==> config.mk <==
export PLATFORM = sky130hd
export DESIGN_NAME = ptm_pair
export DESIGN_NICKNAME = d
export VERILOG_FILES = /design/src/rtl/ptm_pkg.sv /design/src/rtl/ptm_counter.sv /design/src/rtl/ptm_edge_sync.sv /design/src/rtl/ptm_channel.sv /design/src/rtl/ptm_pair.sv
export SDC_FILE = /design/constraint.sdc
export NUM_CORES = 1
export LEC_CHECK = 0
export BUFFER_PORTS_ARGS = -buffer_cell sky130_fd_sc_hd__buf_2
export CELL_PAD_IN_SITES_DETAIL_PLACEMENT = 2
export CELL_PAD_IN_SITES_GLOBAL_PLACEMENT = 2
export CORE_ASPECT_RATIO = 0.75
export CORE_MARGIN = 2
export CORE_UTILIZATION = 36
export DETAILED_ROUTE_END_ITERATION = 10
export PLACE_DENSITY_LB_ADDON = 0.1
export SLEW_MARGIN = 20
export SYNTH_ARGS = -nofsm -noshare
export SYNTH_HDL_FRONTEND = slang
export SYNTH_SLANG_ARGS = --single-unit
==> constraint.sdc <==
create_clock -name clk -period 2.6 [get_ports clk]
set_input_delay 0.39 -clock clk [delete_from_list [all_inputs] [get_ports clk]]
set_output_delay 0.39 -clock clk [all_outputs]
set_load 0.01 [all_outputs]
==> src/rtl/ptm_pkg.sv <==
// Shared constants for the paired capture/compare timer.
// Assumes a 3-bit register address and a 6-bit control word in the low bits.
package ptm_pkg;
    localparam logic [2:0] A_TCTL = 3'd0;
    localparam logic [2:0] A_MOD  = 3'd1;
    localparam logic [2:0] A_CNT  = 3'd2;
    localparam logic [2:0] A_CH0C = 3'd3;
    localparam int         CH_STRIDE = 2;

    localparam int F_FLAG = 0;
    localparam int F_IE   = 1;
    localparam int F_MB   = 2;
    localparam int F_MA   = 3;
    localparam int F_ACT  = 4;

    localparam logic [1:0] ACT_OFF = 2'b00;
    localparam logic [1:0] ACT_TGL = 2'b01;
    localparam logic [1:0] ACT_CLR = 2'b10;
    localparam logic [1:0] ACT_SET = 2'b11;

    typedef enum logic [1:0] {CM_PORT, CM_CAPTURE, CM_COMPARE} chan_mode_e;
endpackage

==> src/rtl/ptm_counter.sv <==
// Free-running up-counter with modulo wrap.
// Assumes halt and clr come from registered control; wrap is a combinational pulse.
module ptm_counter #(
    parameter int CW = 16
) (
    input  logic          clk,
    input  logic          rst_n,
    input  logic          halt,
    input  logic          clr,
    input  logic [CW-1:0] modulo,
    output logic [CW-1:0] cnt,
    output logic          wrap
);
    // wrap fires in the cycle the running counter sits on the modulo value
    assign wrap = !halt && !clr && (cnt == modulo);

    // count, clear or hold
    always_ff @(posedge clk) begin
        if (!rst_n)       cnt <= '0;
        else if (clr)     cnt <= '0;
        else if (wrap)    cnt <= '0;
        else if (!halt)   cnt <= cnt + 1'b1;
    end

    a_r1_count_step: assert property (@(posedge clk) disable iff (!rst_n)
        (!halt && !clr && cnt != modulo) |=> cnt == CW'($past(cnt) + 1'b1));
    a_r1_hold_when_halted: assert property (@(posedge clk) disable iff (!rst_n)
        (halt && !clr) |=> $stable(cnt));
endmodule

==> src/rtl/ptm_edge_sync.sv <==
// Synchronizes an asynchronous input and flags its rising and falling edges.
// Assumes the input idles low out of reset.
module ptm_edge_sync #(
    parameter int STAGES = 2
) (
    input  logic clk,
    input  logic rst_n,
    input  logic din,
    output logic rise,
    output logic fall
);
    logic [STAGES:0] sh;

    // shift chain: STAGES synchronizer flops plus one history flop
    always_ff @(posedge clk) begin
        if (!rst_n) sh <= '0;
        else        sh <= {sh[STAGES-1:0], din};
    end

    assign rise = sh[STAGES-1] & ~sh[STAGES];
    assign fall = ~sh[STAGES-1] & sh[STAGES];
endmodule

==> src/rtl/ptm_channel.sv <==
// One capture/compare channel: control word, value register, pin level and flag.
// Assumes cmp_val is chosen by the parent (buffered pairing) and run marks counting cycles.
module ptm_channel
    import ptm_pkg::*;
#(
    parameter int CW    = 16,
    parameter bit HAS_B = 1'b0
) (
    input  logic          clk,
    input  logic          rst_n,
    input  logic          cfg_ok,
    input  logic          run,
    input  logic [CW-1:0] cnt,
    input  logic [CW-1:0] cmp_val,
    input  logic          ctrl_we,
    input  logic          ctrl_re,
    input  logic          val_we,
    input  logic [CW-1:0] wdata,
    input  logic          cap_in,
    input  logic          gpio,
    input  logic          ignore,
    output logic [CW-1:0] ctrl_rd,
    output logic [CW-1:0] val_q,
    output logic          pin,
    output logic          irq
);
    logic       flag_q, ie_q, ma_q, mb_q, arm_q, lvl_q;
    logic [1:0] act_q;
    logic       rise, fall, cap_hit, cmp_hit;
    chan_mode_e mode;

    ptm_edge_sync #(.STAGES(2)) u_sync (
        .clk(clk), .rst_n(rst_n), .din(cap_in), .rise(rise), .fall(fall)
    );

    // mode B register exists only on the even channel
    generate
        if (HAS_B) begin : g_mb
            always_ff @(posedge clk) begin
                if (!rst_n)                mb_q <= 1'b0;
                else if (ctrl_we && cfg_ok) mb_q <= wdata[F_MB];
            end
        end else begin : g_nomb
            assign mb_q = 1'b0;
        end
    endgenerate

    // decode the operating mode from the control word
    always_comb begin
        if (ignore || act_q == ACT_OFF) mode = CM_PORT;
        else if (ma_q || mb_q)          mode = CM_COMPARE;
        else                            mode = CM_CAPTURE;
    end

    assign cmp_hit = (mode == CM_COMPARE) && run && (cnt == cmp_val);
    assign cap_hit = (mode == CM_CAPTURE) && ((act_q[0] && rise) || (act_q[1] && fall));

    // control fields: enable and action always writable, mode A only when configuration is open
    always_ff @(posedge clk) begin
        if (!rst_n) begin
            ie_q  <= 1'b0;
            ma_q  <= 1'b0;
            act_q <= ACT_OFF;
        end else if (ctrl_we) begin
            ie_q  <= wdata[F_IE];
            act_q <= wdata[F_ACT +: 2];
            if (cfg_ok) ma_q <= wdata[F_MA];
        end
    end

    // clear-arm: set by a read that sees the flag, dropped by any control write
    always_ff @(posedge clk) begin
        if (!rst_n)                 arm_q <= 1'b0;
        else if (ctrl_we)           arm_q <= 1'b0;
        else if (ctrl_re && flag_q) arm_q <= 1'b1;
    end

    // event flag: events win over the software clear
    always_ff @(posedge clk) begin
        if (!rst_n)                                flag_q <= 1'b0;
        else if (cap_hit || cmp_hit)               flag_q <= 1'b1;
        else if (ctrl_we && arm_q && !wdata[F_FLAG]) flag_q <= 1'b0;
    end

    // pin level: preset while in port control, act on compare matches otherwise
    always_ff @(posedge clk) begin
        if (!rst_n)              lvl_q <= 1'b1;
        else if (mode == CM_PORT) lvl_q <= ~ma_q;
        else if (cmp_hit) begin
            case (act_q)
                ACT_TGL: lvl_q <= ~lvl_q;
                ACT_CLR: lvl_q <= 1'b0;
                ACT_SET: lvl_q <= 1'b1;
                default: lvl_q <= lvl_q;
            endcase
        end
    end

    // value register: capture has priority over a bus write
    always_ff @(posedge clk) begin
        if (!rst_n)      val_q <= '0;
        else if (cap_hit) val_q <= cnt;
        else if (val_we)  val_q <= wdata;
    end

    // read-back of the control word
    always_comb begin
        ctrl_rd               = '0;
        ctrl_rd[F_FLAG]       = flag_q;
        ctrl_rd[F_IE]         = ie_q;
        ctrl_rd[F_MB]         = mb_q;
        ctrl_rd[F_MA]         = ma_q;
        ctrl_rd[F_ACT +: 2]   = act_q;
    end

    assign pin = (mode == CM_COMPARE) ? lvl_q : gpio;
    assign irq = flag_q && ie_q && !ignore;

    a_r9_clear_needs_arm: assert property (@(posedge clk) disable iff (!rst_n)
        $fell(flag_q) |-> $past(arm_q));
    a_r8_flag_from_event: assert property (@(posedge clk) disable iff (!rst_n)
        $rose(flag_q) |-> $past(cap_hit || cmp_hit));
    a_r11_mode_locked: assert property (@(posedge clk) disable iff (!rst_n)
        !cfg_ok |=> (ma_q == $past(ma_q)) && (mb_q == $past(mb_q)));
endmodule

==> src/rtl/ptm_pair.sv <==
// Paired capture/compare timer top: bus decode, counter, buffer select and two channels.
// Assumes a single-cycle register bus with combinational read data.
module ptm_pair
    import ptm_pkg::*;
#(
    parameter int CW = 16
) (
    input  logic          clk,
    input  logic          rst_n,
    input  logic          bus_wr,
    input  logic          bus_rd,
    input  logic [2:0]    bus_addr,
    input  logic [CW-1:0] bus_wdata,
    output logic [CW-1:0] bus_rdata,
    input  logic [1:0]    cap_in,
    input  logic [1:0]    gpio_fb,
    output logic [1:0]    ch_out,
    output logic [1:0]    irq
);
    localparam int NCH = 2;

    logic          halt_q, sel_q, clr, wrap, cfg_ok, mb0, buf_run;
    logic [CW-1:0] mod_q, cnt;
    logic [CW-1:0] ctrl_rd [NCH];
    logic [CW-1:0] val_rd  [NCH];

    assign clr    = bus_wr && (bus_addr == A_TCTL) && bus_wdata[1];
    assign cfg_ok = halt_q && (cnt == '0);
    assign mb0    = ctrl_rd[0][F_MB];
    assign buf_run = mb0 && (ctrl_rd[0][F_ACT +: 2] != ACT_OFF);

    // timer control and modulo registers
    always_ff @(posedge clk) begin
        if (!rst_n) begin
            halt_q <= 1'b1;
            mod_q  <= '1;
        end else if (bus_wr) begin
            if (bus_addr == A_TCTL) halt_q <= bus_wdata[0];
            if (bus_addr == A_MOD)  mod_q  <= bus_wdata;
        end
    end

    ptm_counter #(.CW(CW)) u_cnt (
        .clk(clk), .rst_n(rst_n), .halt(halt_q), .clr(clr),
        .modulo(mod_q), .cnt(cnt), .wrap(wrap)
    );

    // buffered compare select: starts on the even register, swaps at each wrap
    always_ff @(posedge clk) begin
        if (!rst_n)               sel_q <= 1'b0;
        else if (clr || !buf_run) sel_q <= 1'b0;
        else if (wrap)            sel_q <= ~sel_q;
    end

    generate
        for (genvar i = 0; i < NCH; i++) begin : g_ch
            localparam logic [2:0] CA = A_CH0C + 3'(CH_STRIDE * i);
            logic [CW-1:0] cmp_sel;
            assign cmp_sel = (i == 0 && buf_run && sel_q) ? val_rd[1] : val_rd[i];
            ptm_channel #(.CW(CW), .HAS_B(i % 2 == 0)) u_ch (
                .clk(clk), .rst_n(rst_n), .cfg_ok(cfg_ok), .run(!halt_q),
                .cnt(cnt), .cmp_val(cmp_sel),
                .ctrl_we(bus_wr && bus_addr == CA),
                .ctrl_re(bus_rd && bus_addr == CA),
                .val_we(bus_wr && bus_addr == CA + 3'd1),
                .wdata(bus_wdata), .cap_in(cap_in[i]), .gpio(gpio_fb[i]),
                .ignore((i % 2 == 1) ? mb0 : 1'b0),
                .ctrl_rd(ctrl_rd[i]), .val_q(val_rd[i]),
                .pin(ch_out[i]), .irq(irq[i])
            );
        end
    endgenerate

    // combinational read mux
    always_comb begin
        case (bus_addr)
            3'd0:    bus_rdata = CW'(halt_q);
            3'd1:    bus_rdata = mod_q;
            3'd2:    bus_rdata = cnt;
            3'd3:    bus_rdata = ctrl_rd[0];
            3'd4:    bus_rdata = val_rd[0];
            3'd5:    bus_rdata = ctrl_rd[1];
            3'd6:    bus_rdata = val_rd[1];
            default: bus_rdata = '0;
        endcase
    end

    a_r7_odd_released: assert property (@(posedge clk) disable iff (!rst_n)
        mb0 |-> (ch_out[1] == gpio_fb[1]) && !irq[1]);
endmodule

; Yosys cells after proc, flatten, opt, wreduce, memory -nomap -nowiden
; Cells that the tools add are included.
; W data, S select, Z words.
[totals]
reg_bits = 87
in_bits = 27
elab_cells = 147
[classes]
add_sub_neg = 1
eq_ne = 19
mux = 22
n_bitwise = 14
reduce_logical = 70
[ops]
columns = cell, count
row1 = $pmux W16 S7, 1
row2 = $mux W16, 5
row3 = $eq A16 B16 Y1, 3
row4 = $logic_and A1 B1 Y1, 33
row5 = $add A16 B1 Y16 const B, 1
row6 = $logic_not A16 Y1, 1
row7 = $reduce_bool A2 Y1, 7
row8 = $eq A2 B2 Y1 const B, 6
row9 = $reduce_and A2 Y1, 6
row10 = $mux W1, 10
row11 = $not A1 Y1, 10
row12 = $eq A3 B3 Y1 const B, 3
row13 = $eq A2 B1 Y1 const B, 4
row14 = $logic_not A2 Y1, 4
row15 = $mux W2, 4
row16 = $reduce_bool A4 Y1, 2
row17 = $logic_or A1 B1 Y1, 7
row18 = $eq A3 B2 Y1 const B, 2
row19 = $pmux W1 S3, 2
row20 = $reduce_or A2 Y1, 3
row21 = $logic_not A1 Y1, 5
row22 = $and A1 B1 Y1, 4
row23 = $eq A3 B1 Y1 const B, 1
row24 = $logic_not A3 Y1, 1
row25 = $reduce_or A3 Y1, 1

; Depth between registers and ports, before layout
; Gate-level depths: netlist (run 1).
[logic_depth]
depth_word = 8
mapped_depth = 8
depth_no_buf = 8

; By module
; From an unflattened synthesis (run 1), not the netlist that was laid out.
[unflattened]
hier_cells = 661
hier_area_um2 = 5761.8
[by_module_without_submodules]
columns = mod, instances, cells_per_inst, area_each_um2, seq_area_each_um2
row1 = ptm_pair, 1, 235, 1873.0, 360.3
row2 = ptm_channel at g_ch[1].u_ch, 1, 153, 1412.6, 460.4
row3 = ptm_channel at g_ch[0].u_ch, 1, 156, 1402.6, 480.5
row4 = ptm_counter, 1, 101, 890.9, 320.3
row5 = ptm_edge_sync, 2, 8, 91.3, 60.1

; Least setup slack after synthesis (run 1)
; No wires, ideal clock.
[synth_path]
kind = register -> register
startpoint = register g_ch[0].u_ch.act_q[1]
endpoint = register g_ch[0].u_ch.lvl_q
setup_ns = 0.145
arrival_ns = 1.891
path_slack_ns = 0.565
stages_incl_launch_ff = 9
path_buffers = 0
synth_period_minus_slack_ns = 2.035
cell_sequence = dfxtp_1 -> inv_1 -> ha_1 -> nand3b_1 -> nor2_1 -> o211ai_1 -> a2111oi_2 -> a41o_1 -> o221ai_1
[synth_via]
elab_chain_len = 8
[synth_lines]
columns = element, line
row1 = "start, declared", ptm_channel.sv:28  ; logic [1:0] act_q;
row2 = "start signal, assigned", ptm_channel.sv:66  ; act_q <= wdata[F_ACT +: 2];
row3 = $reduce_bool A2 Y1, ptm_pair.sv:30  ; assign buf_run = mb0 && (ctrl_rd[0][F_ACT +: 2] != ACT_OFF);
row4 = $logic_and A1 B1 Y1, ptm_pair.sv:30
row5 = $logic_and A1 B1 Y1, ptm_pair.sv:59  ; assign cmp_sel = (i == 0 && buf_run && sel_q) ? val_rd[1] : val_rd[i];
row6 = $mux W16, ptm_pair.sv:59
row7 = $eq A16 B16 Y1, ptm_channel.sv:55  ; assign cmp_hit = (mode == CM_COMPARE) && run && (cnt == cmp_val);
row8 = $logic_and A1 B1 Y1, ptm_channel.sv:55
row9 = $reduce_bool A2 Y1 (no line), -
row10 = $reduce_and A2 Y1 (no line), -
row11 = "end signal, assigned", ptm_channel.sv:88  ; else if (mode == CM_PORT) lvl_q <= ~ma_q;
row12 = "end signal, assigned", ptm_channel.sv:91  ; ACT_TGL: lvl_q <= ~lvl_q;
row13 = "end signal, assigned", ptm_channel.sv:94  ; default: lvl_q <= lvl_q;
row14 = "end, declared", ptm_channel.sv:27  ; logic flag_q, ie_q, ma_q, mb_q, arm_q, lvl_q;
; Several ways; a longest one is shown, not always the timed one. The select of a mux whose other input is x is not followed.
; A chain may end at the register's enable or synchronous reset.

; Worst setup path in the final report (run 1)
[layout_path]
startpoint = register g_ch[0].u_ch.act_q[0]
endpoint = register g_ch[0].u_ch.lvl_q
; Same word-level chain as after synthesis.

==> results of run 1 <==
[critical path, stage by stage (launching register included)]
cell and delay, ps:
dfxtp_1 410, inv_1 70, ha_1 280, nand3b_1 340, nor2_1 160, o211ai_1 130, a2111oi_2 500, a41o_1 240
o221ai_1 110
[cells in the final DEF (no fill, tap or decap), types with 4 or more instances in the layout]
master,count
dfxtp_1,87
nor2_1,78
mux2i_1,56
nand2_1,52
buf_2,46
nand3_1,33
xnor2_1,32
a211oi_1,31
buf_4,31
xor2_1,25
a22oi_1,14
o22ai_1,12
inv_1,11
nor2b_1,11
o21ai_0,9
and2_1,9
clkbuf_16,9
nand2b_1,8
a21oi_1,8
nand4_1,8
mux2_2,7
nor4_1,6
nor3_1,4
nand3b_1,4
o211ai_1,4
[per-layer routing]
layer | part of all wire | up-vias | GRT usage
met1 | 0.49 | 2469 | 0.402
met5 | 0.00050 | - | 0
met2 | 0.44 | 115 | 0.418
li1 | - | 2193 | -
met3 | 0.056 | 14 | 0.0442
met4 | 0.011 | 2 | 0.0557
[through the flow]
| step | total power, mW | cell area (sq um) | setup slack [ps] | hold slack (ps) | util |
|---|---|---|---|---|---|
| global placement | 1.74 | 5490 | 314 | 424 | 0.400 |
| global route | 3.29 | 5830 | 82.2 | 251 | 0.425 |
| CTS | 3.20 | 5810 | 156 | 234 | 0.424 |
| finish | 3.18 | 5830 | 222 | 246 | 0.425 |
| detailed placement | 1.75 | 5490 | 190 | 433 | 0.400 |
| floorplan | 1.61 | 5050 | 565 | 412 | - |
[registers in the layout (all words and copies together) (netlist names), 2 cells and up]
| register | cells |
|---|---|
| g_ch.u_ch.act_q | 4 |
| g_ch.u_ch.ma_q | 2 |
| g_ch.u_ch.lvl_q | 2 |
| g_ch.u_ch.val_q | 32 |
| g_ch.u_ch.ie_q | 2 |
| g_ch.u_ch.flag_q | 2 |
| mod_q | 16 |
| g_ch.u_ch.u_sync.sh | 6 |
| g_ch.u_ch.arm_q | 2 |
| u_cnt.cnt | 16 |
[repair_timing]
action                                  4_1_cts  5_1_grt
endpoints found under the setup margin        0        2
setup buffers                                 0        2
endpoints found under the hold margin         0        0
[cell families (layout without fill, tap and decap cells)]
logic type / after synthesis / in the layout / synth area share
AND/OR/NAND/NOR: 226 / 226 / 0.217
buffers and inverters: 61 / 105 / 0.0543
XOR/XNOR: 58 / 58 / 0.102
adder cells (fa/ha/maj): 3 / 3 / 0.00743
multiplexers: 64 / 64 / 0.131
AO/OA/AOI/OAI: 99 / 99 / 0.143
flip-flops: 87 / 87 / 0.345
[path summary, 6_finish.rpt]
check	start	to	slack (ps)
worst max-delay path	g_ch[0].u_ch.act_q[0]$_SDFFE_PN0P_	g_ch[0].u_ch.lvl_q$_SDFFE_PN1P_	220
worst min-delay path	cap_in[1]	g_ch[1].u_ch.u_sync.sh[0]$_SDFF_PN0_	250
worst max register to register	g_ch[0].u_ch.act_q[0]$_SDFFE_PN0P_	g_ch[0].u_ch.lvl_q$_SDFFE_PN1P_	220
worst min register to register	g_ch[1].u_ch.u_sync.sh[0]$_SDFF_PN0_	g_ch[1].u_ch.u_sync.sh[1]$_SDFF_PN0_	440
[area by class of cell]
| cell class | count | area (sq um) |
|---|---|---|
| Inverter | 12 | 45.0 |
| Timing Repair Buffer | 77 | 463 |
| Fill cell | 1575 | 7880 |
| Multi-Input combinational cell | 450 | 3030 |
| Clock inverter | 5 | 81.3 |
| Tap cell | 175 | 219 |
| Sequential cell | 87 | 1740 |
| Clock buffer | 11 | 243 |
[power groups by stage]
stage	clock network, mW	registers (mW)	logic (mW)
final	1.45	1.40	0.326
after global routing	1.53	1.41	0.351
after CTS	1.48	1.40	0.325
after detailed placement	0	1.43	0.322
after global placement	0	1.43	0.314
after floorplan	0	1.41	0.200
==> impl_metrics.py, run 1 <==
metrics = {
    "clock_network": {
        "cts_hold_buf": 0,
        "ctsResizeCount": 0,
        "numCtsBuffers": 9,
        "clk_pin_slew_ps": 70,
        "cts_tree": "yes",
        "htree_num_levels": 3,
        "clockBufferDepth": 2,
        "clock_sinks": 87,
        "insertion_delay_ps": 350,
        "cts-root-buf": "clkbuf_16",
    },
    "worst_setup_path": {
        "cp.arrival_ps": 2580,
        "crit_fanout": 7,
        "rr_worst_depth": 8,
        "critPathLaunchType": "register",
        "end_kind": "register",
        "crit_required_ps": 2810,
        "critPathKind": "reg2reg",
    },
    "routing": {
        "first_pass_iters": 5,
        "post_drt_wl_per_cell_um": 24.5,
        "via_per_inst": 5.87,
        "routed_wirelength_um": 20000,
        "drt_iter0_markers": 310,
        "drtAntennaViolNets": 0,
        "vias": 4793,
        "drc": 0,
    },
    "floorplan": {
        "chipWidth_um": 141,
        "die_area_sq_um": 15000,
        "row_count": 37,
        "core_sq_um": 13700,
        "die_h_um": 107,
        "start_util": 0.369,
        "io_pins": 47,
    },
    "power_and_ir_drop": {
        "switchingPower_mw": 0.821,
        "p_int_mw": 2.36,
        "swShare": 0.258,
        "power_leakage_nw": 2.54,
        "pwr-share-clk": 0.456,
        "p_seq_frac": 0.441,
        "vdd_drop_max_mv": 0.316,
        "p_comb_frac": 0.103,
        "power_per_cell_area_nw_per_um2": 546,
    },
    "hold_path": {
        "hp-class": "in2reg",
        "hold_path_depth": 2,
    },
    "global_route": {
        "grt_max_degree": 45,
        "grt_antenna_before_repair": 1,
        "grt_pass1_vias": 4925,
        "track_usage": 0.272,
        "grt_overflow": 0,
        "grt_pass1_wl_um": 30300,
    },
    "logic_synthesis": {
        "synth-seq-cells": 87,
        "yosysSeqAreaShare": 0.345,
        "syn_avg_cell_area_sq_um": 8.44,
        "mappedNetlistArea_sq_um": 5050,
        "async_flop_share": 0,
        "synth_edf_count": 0,
        "synthTopCellsByCount": "dfxtp_1, nor2_1, mux2i_1",
        "yosys.cell_types.count": 55,
        "synthCells": 598,
        "yosys_warnings": 0,
        "synth_ff_type": "dfxtp_1",
        "mappedNetlistNets": 628,
        "yosysTopAreaCellShare": 0.345,
        "synthTopCellsByArea": "dfxtp_1, mux2i_1, nor2_1, xnor2_1, a211oi_1",
        "synth_area_leader_cell": "dfxtp_1",
        "synth.most_common_cell": "dfxtp_1",
    },
    "sta": {
        "worst_slew_pin_slew_ps": 646,
        "hold_violations": 0,
        "rsz0062_at_grt": "no",
        "drv_slew": 0,
        "setup_viol": 0,
        "post-route-period-util": 0.914,
        "setup-tns-final_ps": 0,
        "post-route-min-period_ps": 2380,
        "skew_ps": 6.78,
        "relSlewSlack": 0.568,
        "fmax_mhz": 421,
    },
    "run": {
        "drv_cap": 0,
    },
    "layout": {
        "stdcell_count": 817,
        "finalNetCount": 667,
        "diodes": 0,
        "syn_to_final_growth_pct": 15.4,
        "layout-drive-gt1-share": 0.167,
    },
    "place": {
        "place_inst": 799,
        "hpwl_um": 14900,
        "gp_congestion": 0.868,
        "port_buffers": 46,
    },
    "run_status": {
        "status": "completed",
    },
}
No activity file was read; power rests on OpenSTA's default activity.
==> run 2: changes to the inputs <==
Settings changed: CORE_UTILIZATION 36 to 37, SYNTH_HIERARCHICAL set to 1.
==> impl_metrics.py, run 2 <==
metrics = {
    "sta": {
        "hold_violations": 0,
        "rsz0062_at_grt": "no",
        "setup_viol": 0,
        "skew_ps": 7.16,
        "final.setup.worst_slack_ps": 189,
        "setup-tns-final_ps": 0,
        "relSlewSlack": 0.314,
        "post-route-period-util": 0.927,
        "fmax_mhz": 415,
        "worst_slew_pin_slew_ps": 1030,
        "post-route-min-period_ps": 2410,
        "drv_slew": 0,
    },
    "layout": {
        "layout-drive-gt1-share": 0.223,
        "syn_to_final_growth_pct": 12.6,
        "layout_common_cells": "dfxtp_1, nand2_1, mux2i_1",
        "reg_top3": "g_ch.u_ch/val_q: 32 flops, mod_q: 16 flops, u_cnt/cnt: 16 flops",
        "diodes": 0,
        "n_fill_cell": 1736,
        "top_register": "g_ch.u_ch/val_q",
        "layout_commonest_cell": "dfxtp_1",
        "finalNetCount": 729,
        "largest_reg_flops": 32,
    },
    "logic_synthesis": {
        "yosysTopAreaCellShare": 0.302,
        "async_flop_share": 0,
        "yosys_warnings": 6,
        "yosysSeqAreaShare": 0.302,
        "synthTopCellsByArea": "dfxtp_1, mux2i_1, xor2_1, mux2_2, nand2_1",
        "mappedNetlistArea_sq_um": 5760,
        "synth_ff_type": "dfxtp_1",
        "synth_edf_count": 0,
        "yosys.cell_types.count": 59,
        "synthTopCellsByCount": "dfxtp_1, nand2_1, mux2i_1",
        "synth-seq-cells": 87,
        "synthCells": 661,
        "syn_avg_cell_area_sq_um": 8.72,
        "synth_area_leader_cell": "dfxtp_1",
        "synth.most_common_cell": "dfxtp_1",
    },
    "routing": {
        "drt_iter0_markers": 228,
        "vias": 5055,
        "routed_wirelength_um": 20700,
        "first_pass_iters": 4,
        "post_drt_wl_per_cell_um": 22.8,
        "via_per_inst": 5.58,
        "drc": 0,
        "drtAntennaViolNets": 0,
    },
    "hold_path": {
        "hp-class": "in2reg",
        "whs_endpoint": "g_ch[0].u_ch/u_sync/sh[0]$_SDFF_PN0_",
        "hold_path_depth": 2,
        "holdCritStartpoint": "cap_in[0]",
    },
    "worst_setup_path": {
        "crit_fanout": 16,
        "crit_chain": "o21a_1, nand2_8, mux2_2, xor2_1, nor4_2, and3_1, nand4_1, a31oi_1",
        "crit_slowest_cell": "nor4_2",
        "cp.arrival_ps": 2680,
        "end_kind": "register",
        "critPathKind": "reg2reg",
        "critPathLaunchType": "register",
        "crit_path_max_incr_delay_ps": 380,
        "r2r_slack_ps": 190,
        "r2r-start": "g_ch[0].u_ch/act_q[0]$_SDFFE_PN0P_",
        "worstReg2RegEnd": "g_ch[0].u_ch/flag_q$_SDFFE_PN0P_",
        "crit_required_ps": 2870,
        "rr_worst_depth": 8,
    },
    "power_and_ir_drop": {
        "finalPower_mw": 3.26,
        "power_leakage_nw": 2.89,
        "vdd_drop_max_mv": 0.328,
        "power_per_cell_area_nw_per_um2": 503,
    },
    "run_status": {
        "status": "completed",
    },
    "clock_network": {
        "clk_pin_slew_ps": 60,
        "post_cts_buffers": 0,
        "numCtsBuffers": 9,
        "cts_hold_buf": 0,
        "htree_num_levels": 3,
        "clock_sinks": 87,
        "cts_tree": "yes",
        "clockBufferDepth": 2,
        "insertion_delay_ps": 350,
        "cts-root-buf": "clkbuf_16",
    },
    "global_route": {
        "grt_pass1_wl_um": 32300,
        "track_usage": 0.256,
        "grt_max_degree": 44,
        "grt_overflow": 0,
        "grt_pass1_vias": 5438,
        "grt_antenna_before_repair": 0,
    },
    "floorplan": {
        "chipWidth_um": 148,
        "core_sq_um": 15200,
        "row_count": 39,
        "die_h_um": 112,
        "io_pins": 47,
        "start_util": 0.378,
        "die_area_sq_um": 16600,
    },
    "place": {
        "post-place-ws_ps": -30.5,
        "gp_congestion": 0.811,
        "port_buffers": 46,
        "hpwl_um": 14600,
    },
    "run": {
        "drv_cap": 0,
    },
}
-- run 2: cell types whose count changed in the layout (fill, tap and decap cells not counted), sizes merged, moves of 15 or more --
| cell | previous run | this run |
|---|---|---|
| nand2 | 52 | 87 |
| a211oi | 31 | 16 |
| nor2 | 79 | 55 |
| conb | 0 | 23 |
| o211a | 0 | 16 |
| xor2 | 26 | 42 |
| mux2 | 7 | 34 |
-- run 2: power by group --
part	total [mW]	switching, mW	internal (mW)
registers	1.40	0.0366	1.36
clock network	1.48	0.545	0.933
logic	0.387	0.227	0.160
-- run 2: per-stage QoR --
step                instance area [sq um]  hold slack (ps)  cells   util
floorplan                            5840              406    681      -
global route                         6490              245    906  0.426
finish                               6490              244    906  0.426
global placement                     6140              425    891  0.403
CTS                                  6470              239    906  0.425
detailed placement                   6140              420    891  0.403
-- run 2: how the worst max path moves through the flow --
stage                                                  start  cells past startpoint  slack [ps]                          endpoint
after global routing      g_ch[0].u_ch/act_q[0]$_SDFFE_PN0P_                      8          60  g_ch[0].u_ch/flag_q$_SDFFE_PN0P_
final                     g_ch[0].u_ch/act_q[0]$_SDFFE_PN0P_                      8         190  g_ch[0].u_ch/flag_q$_SDFFE_PN0P_
after global placement    g_ch[0].u_ch/act_q[0]$_SDFFE_PN0P_                      8          30  g_ch[0].u_ch/flag_q$_SDFFE_PN0P_
after floorplan               g_ch[0].u_ch/mb_q$_SDFFE_PN0P_                     10         410   g_ch[0].u_ch/lvl_q$_SDFFE_PN1P_
after CTS                 g_ch[0].u_ch/act_q[0]$_SDFFE_PN0P_                      8          60  g_ch[0].u_ch/flag_q$_SDFFE_PN0P_
after detailed placement  g_ch[0].u_ch/act_q[0]$_SDFFE_PN0P_                      8         -30  g_ch[0].u_ch/flag_q$_SDFFE_PN0P_
-- run 2: kinds of logic (layout without fill, tap and decap cells) --
| logic type | after synthesis | after routing | share of synthesized area |
|---|---|---|---|
| buffers and inverters | 77 | 97 | 0.0845 |
| AO/OA/AOI/OAI | 89 | 89 | 0.121 |
| other | 3 | 23 | 0.00195 |
| AND/OR/NAND/NOR | 244 | 244 | 0.214 |
| XOR/XNOR | 64 | 64 | 0.0973 |
| multiplexers | 92 | 92 | 0.169 |
| adder cells (fa/ha/maj) | 5 | 5 | 0.0109 |
| flip-flops | 87 | 87 | 0.302 |
-- run 2: timing repair --
action | in CTS | in global routing
endpoints found under the setup margin | 2 | 2
gates resized for setup | 1 | 2
hold endpoints to repair | 0 | 0
-- run 2: critical path: cells and delay by family, from the launching register on --
family	cells	cell delay, ps
AOI/OAI and AO/OA	2	470
xor gates and xnor gates	1	160
DFF	1	320
muxes	1	360
and+or+nand+nor	4	990
-- run 2: layout make-up --
| type | instances | area [sq um] | share of cell area |
|---|---|---|---|
| multi-input cells | 517 | 3640 | 0.561 |
| flip-flops and latches | 87 | 1740 | 0.269 |
| repair buffers | 75 | 498 | 0.0768 |
| well taps | 205 | 256 | 0.0395 |
| clock buffers | 11 | 233 | 0.0359 |
| clock inverters | 4 | 95.1 | 0.0147 |
| inverters | 7 | 26.3 | 0.00405 |
-- run 2: per-layer routing --
layer | part of all wire | wire [um] | global-route usage
met2 | 0.45 | 9330 | 0.404
met1 | 0.50 | 10300 | 0.366
met5 | 0 | 0 | 0
met3 | 0.036 | 743 | 0.0378
met4 | 0.017 | 348 | 0.0692
